File: src/rtl/nvcfg_refresh_ctrl.sv
module nvcfg_refresh_ctrl #(
  parameter int          PROG_CYCLES    = 40,
  parameter int          REFRESH_PERIOD = 16,
  parameter logic [47:0] NV_INIT        = 48'h33_22_11_A6_B2_A1
) (
  input  logic       clk,
  input  logic       rst_n,
  input  logic [7:0] reg_addr,
  input  logic       reg_we,
  input  logic [7:0] reg_wdata,
  output logic [7:0] reg_rdata,
  input  logic       supply_low1_in,
  input  logic       supply_low2_in,
  output logic       busy_o,
  output logic       cfg_scan_slow_o,
  output logic       cfg_therm_en_o,
  output logic [1:0] cfg_clkdiv_o,
  output logic [3:0] cfg_charge_sel_o
);

  localparam int NB = 6;
  localparam int PW = $clog2(PROG_CYCLES + 1);
  localparam int RW = $clog2(REFRESH_PERIOD + 1);
  localparam logic [7:0] ADDR_CTRL = 8'h00;
  localparam logic [7:0] ADDR_STAT = 8'h03;

  logic [7:0]      ctrl_q;
  logic            low1_q, low2_q, busy_q;
  logic [PW-1:0]   prog_cnt;
  logic [RW-1:0]   ref_cnt;
  logic [2:0]      pend_idx;
  logic [7:0]      pend_data;
  logic [NB*8-1:0] nv_q, shadow_q;
  logic            nv_hit;
  logic [2:0]      nv_idx;

  always_comb begin
    nv_hit = 1'b1;
    nv_idx = 3'd0;
    case (reg_addr)
      8'h28: nv_idx = 3'd0;
      8'h29: nv_idx = 3'd1;
      8'h30, 8'h31, 8'h32, 8'h33: nv_idx = 3'd2 + {1'b0, reg_addr[1:0]};
      default: nv_hit = 1'b0;
    endcase
  end

  wire rfen       = ctrl_q[3];
  wire low_any    = low1_q | low2_q | supply_low1_in | supply_low2_in;
  wire prog_start = reg_we && nv_hit && !rfen && !busy_q && !low_any;
  wire prog_done  = busy_q && (prog_cnt == '0);
  wire ref_tick   = rfen && !busy_q && (ref_cnt == RW'(REFRESH_PERIOD - 1));
  wire stat_we    = reg_we && (reg_addr == ADDR_STAT);

  always_ff @(posedge clk) begin
    if (!rst_n) begin
      ctrl_q <= 8'h08;
      low1_q <= 1'b0;
      low2_q <= 1'b0;
    end else begin
      if (reg_we && reg_addr == ADDR_CTRL) ctrl_q <= reg_wdata;
      low1_q <= supply_low1_in | (low1_q & ~(stat_we & ~reg_wdata[2]));
      low2_q <= supply_low2_in | (low2_q & ~(stat_we & ~reg_wdata[3]));
    end
  end

  always_ff @(posedge clk) begin
    if (!rst_n) begin
      busy_q    <= 1'b0;
      prog_cnt  <= '0;
      pend_idx  <= 3'd0;
      pend_data <= 8'h00;
      nv_q      <= NV_INIT;
    end else if (prog_start) begin
      busy_q    <= 1'b1;
      prog_cnt  <= PW'(PROG_CYCLES - 1);
      pend_idx  <= nv_idx;
      pend_data <= reg_wdata;
    end else if (busy_q) begin
      if (prog_done) begin
        busy_q <= 1'b0;
        nv_q[pend_idx*8 +: 8] <= pend_data;
      end else begin
        prog_cnt <= prog_cnt - 1'b1;
      end
    end
  end

  always_ff @(posedge clk) begin
    if (!rst_n) begin
      ref_cnt  <= '0;
      shadow_q <= '0;
    end else if (!rfen || busy_q) begin
      ref_cnt <= '0;
    end else if (ref_tick) begin
      ref_cnt  <= '0;
      shadow_q <= nv_q;
    end else begin
      ref_cnt <= ref_cnt + 1'b1;
    end
  end

  always_comb begin
    if (reg_addr == ADDR_CTRL)      reg_rdata = ctrl_q;
    else if (reg_addr == ADDR_STAT) reg_rdata = {busy_q, 3'b000, low2_q, low1_q, 2'b00};
    else if (nv_hit)                reg_rdata = shadow_q[nv_idx*8 +: 8];
    else                            reg_rdata = 8'h00;
  end

  assign busy_o           = busy_q;
  assign cfg_scan_slow_o  = shadow_q[16];
  assign cfg_therm_en_o   = shadow_q[17];
  assign cfg_clkdiv_o     = shadow_q[19:18];
  assign cfg_charge_sel_o = shadow_q[23:20];

endmodule

File: config.mk
export PLATFORM = sky130hd
export DESIGN_NAME = nvcfg_refresh_ctrl
export DESIGN_NICKNAME = d
export VERILOG_FILES = /design/src/rtl/nvcfg_refresh_ctrl.sv
export SDC_FILE = /design/constraint.sdc
export NUM_CORES = 1
export LEC_CHECK = 0
export BUFFER_PORTS_ARGS = -buffer_cell sky130_fd_sc_hd__buf_2
export CORE_AREA = 2 2 144 160
export DETAILED_ROUTE_END_ITERATION = 7
export DIE_AREA = 0 0 146 162
export GPL_TIMING_DRIVEN = 0
export SLEW_MARGIN = 25
export SYNTH_ARGS = -nofsm -noshare
export SYNTH_HDL_FRONTEND = slang
export SYNTH_SLANG_ARGS = --single-unit
File: constraint.sdc
create_clock -name clk -period 2.5 [get_ports clk]
set_clock_uncertainty 0.2 [all_clocks]
set_input_delay 0.25 -clock clk [delete_from_list [all_inputs] [get_ports clk]]
set_output_delay 0.25 -clock clk [all_outputs]
set_load 0.01 [all_outputs]
---- Word level (Yosys, flattened, before mapping) ----
Cells that the tools add are included.
word-level totals
  register bits after elaboration ......... 129
  input port bits ......................... 21
  output and inout bits ................... 17
operators by class
  shifts and indexed selects .............. 3
  eq/ne operators ......................... 9
  add/subtract/negate cells ............... 4
  bitwise logic cells ..................... 17
  reductions and logical operators ........ 24
  mux-type cells .......................... 12
operator list
  cell                                                   number
  bitwise mux 48 bit                                     1
  equality test 8 x 6 -> 1 bit, second input constant    6
  variable shift 8 x 34 -> 48 bit, first input constant  1
  indexed part select 48 x 7 -> 8 bit                    1
  indexed part select 8 x 34 -> 48 bit                   1
  negation 6 -> 34 bit                                   1
  2-to-1 mux 8 bit                                       3
  2-to-1 mux 6 bit                                       3
  logical AND 1 bit                                      9
  equality test 8 x 2 -> 1 bit, second input constant    1
  logical NOT 8 bit                                      1
  NOT 1 bit                                              8
  logical NOT 6 bit                                      1
  one-hot mux 3 bit (2 select lines)                     1
  AND reduction 2 bit                                    3
  OR reduction 6 bit                                     1
  subtractor 6 x 1 -> 6 bit, second input constant       1
  adder 5 x 1 -> 5 bit, second input constant            1
  equality test 5 x 4 -> 1 bit, second input constant    1
  OR 1 bit                                               5
  bitwise AND 1 bit                                      4
  2-to-1 mux 1 bit                                       4
  OR reduction 4 bit                                     1
  adder 2 x 2 -> 3 bit, first input constant             1
  other kinds (7)                                        9

---- Logic depth before layout (Yosys ltp) ----
  depth in word-level cells ............... 9
  depth in mapped cells ................... 10

---- Worst setup path before layout ----
OpenSTA, ideal clock, no wires.
  kind .................................... flip-flop to flip-flop
  from .................................... register pend_idx[0]
  to ...................................... register nv_q[16]
  stages on the path, launching flop included .. 9
  slack ................................... -0.130 ns
  setup time .............................. 0.070 ns
  required time ........................... 2.230 ns
  arrival time ............................ 2.360 ns
  period minus slack after synthesis ...... 2.630 ns
  cell sequence ........................... dfxtp_1 > clkbuf_1 > inv_1 > ha_1 > ha_1 > nor4bb_1 > nand4_2 > or3b_2 > a21boi_1
on the way
  cells in the longest elaborated chain, start to end .. 3
ends and longest elaborated chain
  what                                                                                            line  RTL
  start: declaration                                                                              31    logic [2:0] pend_idx;
  start signal: assignment                                                                        77    pend_idx <= nv_idx;
  negation 6 -> 34 bit *                                                                          82    nv_q[pend_idx*8 +: 8] <= pend_data;
  indexed part select 8 x 34 -> 48 bit / variable shift 8 x 34 -> 48 bit (equally long branches)  82
  bitwise mux 48 bit *                                                                            82
  end signal: indexed assignment                                                                  82
  end: declaration                                                                                33    logic [NB*8-1:0] nv_q, shadow_q;
Every way passes the cells marked *; elsewhere a longest branch is shown, timed or not.
A chain may end at the register's enable or synchronous reset.

---- Worst setup path after layout ----
  from .................................... register ctrl_q[3]
  to ...................................... output port reg_rdata[3]
on the way
  cells in the longest elaborated chain, start to end .. 1
ends and longest elaborated chain
  what                      line  RTL
  start: declaration        27    logic [7:0] ctrl_q;
  start signal: assignment  61    if (reg_we && reg_addr == ADDR_CTRL) ctrl_q <= reg_wdata;
  2-to-1 mux 8 bit          104   if (reg_addr == ADDR_CTRL) reg_rdata = ctrl_q;
  end: declaration          11    output logic [7:0] reg_rdata,
Every way passes these cells.

==> results by group <==
Synthesis
  – Synth top area share: 0.427
  – Commonest cells post-synth: 159 x nand2_1, 129 x dfxtp_1, 76 x a21boi_0
  – Syn_area_per_cell: just under 9 sq um
  – Post-synthesis async set-or-reset flop share: 0
  – EDFF count, synth: 0
  – Synth Register Bits: 129
  – Syn_nets: approximately 730
  – Top_reg_cell synth: dfxtp_1
  – Most frequent cell after synthesis: nand2_1
  – Yosys warns: 0
  – Register area share after synthesis: 0.427
  – Yosys cell types: 62
  – Mapped Cells: 700
  – Synth area leaders: dfxtp_1 43%, nand2_1 9.9%, a21boi_0 9.4%
  – Cell taking the most area after synthesis: dfxtp_1
  – Post-synthesis instance area: 6050 sq um

Placed design
  – Port Buf Inserts: 35
  – Hpwl dp: 13.2 mm
  – Pre-CTS WS: -0.363 ns
  – Area of placed instances: between 6000 and 7000 sq um
  – GPL Wtd Cong: 0.893

Cells and area
  – Final #Nets: roughly 800
  – Multi-input logic area: 3280 sq um
  – Final Instance Area: approximately 7500 sq um
  – Register area: between 2000 and 3000 sq um
  – Diodes inserted: 0
  – Syn-to-layout area delta: 24.3%
  – Layout cells sized above 1: 0.178
  – Fillers: 2312

Worst setup path
  – Crit path to: reg_rdata[3]
  – CP Class: flop to output port
  – Source of the worst register-to-register timing path: pend_idx[0]
  – Crit-path max FO: 4
  – Nature of the critical path startpoint: flop
  – Crit Reg-Reg Endpoint: nv_q[20]
  – CP arrival: 1.96 ns
  – WP data required: 2.05 ns
  – Reg2Reg Depth: 8
  – Critical Path Sink Type: output port
  – Worst Setup SP: ctrl_q[3]
  – R2R Setup Slk: around 0.087 ns

Pwr
  – Comb pwr share: 0.041
  – Total power draw: 4880 uW
  – Worst vdd ir: 0.418 mV
  – Clock Power Share: 0.535
  – Int Power: 3810 uW
  – Pleak: 0.00278 uW
  – Switching power: 1070 uW
  – Pwr dens: 649 nW/um^2
  – Switching share of power: 0.220
  – Flop pwr share: 0.424

Timing
  – Slew Viols, Final: 0
  – Highest Clock Rate: between 0.4 and 0.5 GHz
  – Final hold vios: 0
  – Setup_tns: 0 ns
  – RSZ-0062 raised after global routing: no
  – Fin worst setup slack: 0.0873 ns
  – Rel. slew slack: 0.484
  – Final period util: 0.965
  – Final setup violation count: 0
  – Slew @ Worst Pin: 0.773 ns
  – Final min period: 2.41 ns

Worst hold path
  – Hold WC Path Type: primary input to flop

Route
  – Final wirelength: 17.8 mm
  – Iter 0 DRT Violations: between 200 and 300
  – DR vias/cell: roughly 4.9
  – ANT nets after route: 0
  – DRC: 0
  – DR vias: 5235
  – Drt pass-1 iters: 7
  – Wire length per cell: between 15 and 20 um

Clocking
  – CTS Buffer Depth: 2
  – Reg clk slew, reported paths: roughly 0.060 ns
  – Clock sink count: 129
  – Root Buffer: clkbuf_16
  – Clock Latency Late Sink: 0.43 ns
  – CTS tree: yes
  – CTS HTree Levels: 4
  – Total CTS buffers: 17

Floorplanning
  – Die width: around 150 um
  – CORE AREA: 22000 sq um
  – Die Footprint: 23700 sq um
  – # rows: 57
  – Initial Util: 0.276
  – Die Height: 162 um
  – IO Count: 38

Global route
  – Largest net degree at the start of global routing: 17
  – Vias in the first global route: just under 5000
  – GRT overflow: 0
  – Initial antenna violation count: 1
  – GRT Overall Usage: 0.151
  – First-pass GRT wire length: ~27 mm

Job
  – Maximum Capacitance Violations: 0

Status
  – Outcome: completed
-- power groups by stage --
stage               logic (uW)  registers (uW)  clock network (uW)
finish                     202            2070                2610
global route               217            2070                2750
CTS                        194            2070                2640
detailed placement         179            2110                   0
global placement           179            2110                   0
floorplan                  110            2110                   0
-- cell families (layout without fill, tap and decap cells) --
group	after synthesis	count (layout)	share of synthesized area
AOI/OAI and AO/OA	148	148	0.182
DFF	129	129	0.427
buffers and inverters	71	153	0.0513
xor gates and xnor gates	6	6	0.00868
muxes	33	33	0.0558
adders and majority gates	5	5	0.0103
and+or+nand+nor	308	308	0.265
-- sequential cells by signal, indices dropped and copies added, names as in the netlist --
signal     cells
nv_q          48
prog_cnt       6
ctrl_q         8
low2_q         1
pend_data      8
busy_o         1
ref_cnt        5
shadow_q      48
low1_q         1
pend_idx       3
-- cells in the final DEF, fill, tap and decap left out, drive strengths merged, types with 10 or more instances in the layout --
cell and n:
nand3 40, dfxtp 129, dlygate4sd3 10, nor2b 21, inv 14, nand4 22, clkbuf 51, nor2 15
nand2 159, mux2i 27, buf 67, o21ai 16, a21boi 82
-- stage by stage --
stage	utilization	instances	hold slack [ns]
CTS	0.339	1075	0.00880
finish	0.342	1077	0.00510
detailed placement	0.301	1030	0.239
global placement	0.301	1030	0.237
floorplan	-	700	0.174
global route	0.342	1077	0.0348
-- worst min-delay path by stage --
stage / start / endpoint / slack, ns / depth (start not counted)
after floorplan: supply_low1_in / low1_q / 0.17 / 1
after global placement: ref_cnt[0] / ref_cnt[0] / 0.24 / 1
after detailed placement: ref_cnt[0] / ref_cnt[0] / 0.24 / 1
after CTS: reg_addr[3] / pend_idx[1] / 0.009 / 3
after global routing: rst_n / nv_q[26] / 0.03 / 2
final: rst_n / nv_q[26] / 0.005 / 2
-- worst max-delay path: stages, from the launching register on --
cell and delay, ns:
dfxtp_2 0.36, or3b_4 0.40, a2111oi_4 0.31, nor3_1 0.09
a211oi_1 0.22, buf_2 0.16
-- timing repair --
action,in CTS,in global routing
setup buffers,5,2
hold endpoints to repair,17,0
hold buffers,10,0
pin swaps,3,5
gates resized for setup,22,22
endpoints found under the setup margin,51,48
-- routing by layer --
metal  global-route usage  part of all wire  vias to the layer above
met3               0.0368             0.056                       48
li1                     -                 -                     2607
met5                    0                 0                        -
met1                0.195              0.46                     2420
met4               0.0715             0.037                        0
met2                0.238              0.45                      160
-- cell type report --
cell class                      instances  area share
Tap cell                              295      0.0491
Multi-Input combinational cell        500       0.436
Sequential cell                       129       0.344
Timing Repair Buffer                   52      0.0436
Buffer                                 57      0.0389
Inverter                               13     0.00649
Clock inverter                         12      0.0246
Clock buffer                           19      0.0576
Power figures use the tool's default switching activity.
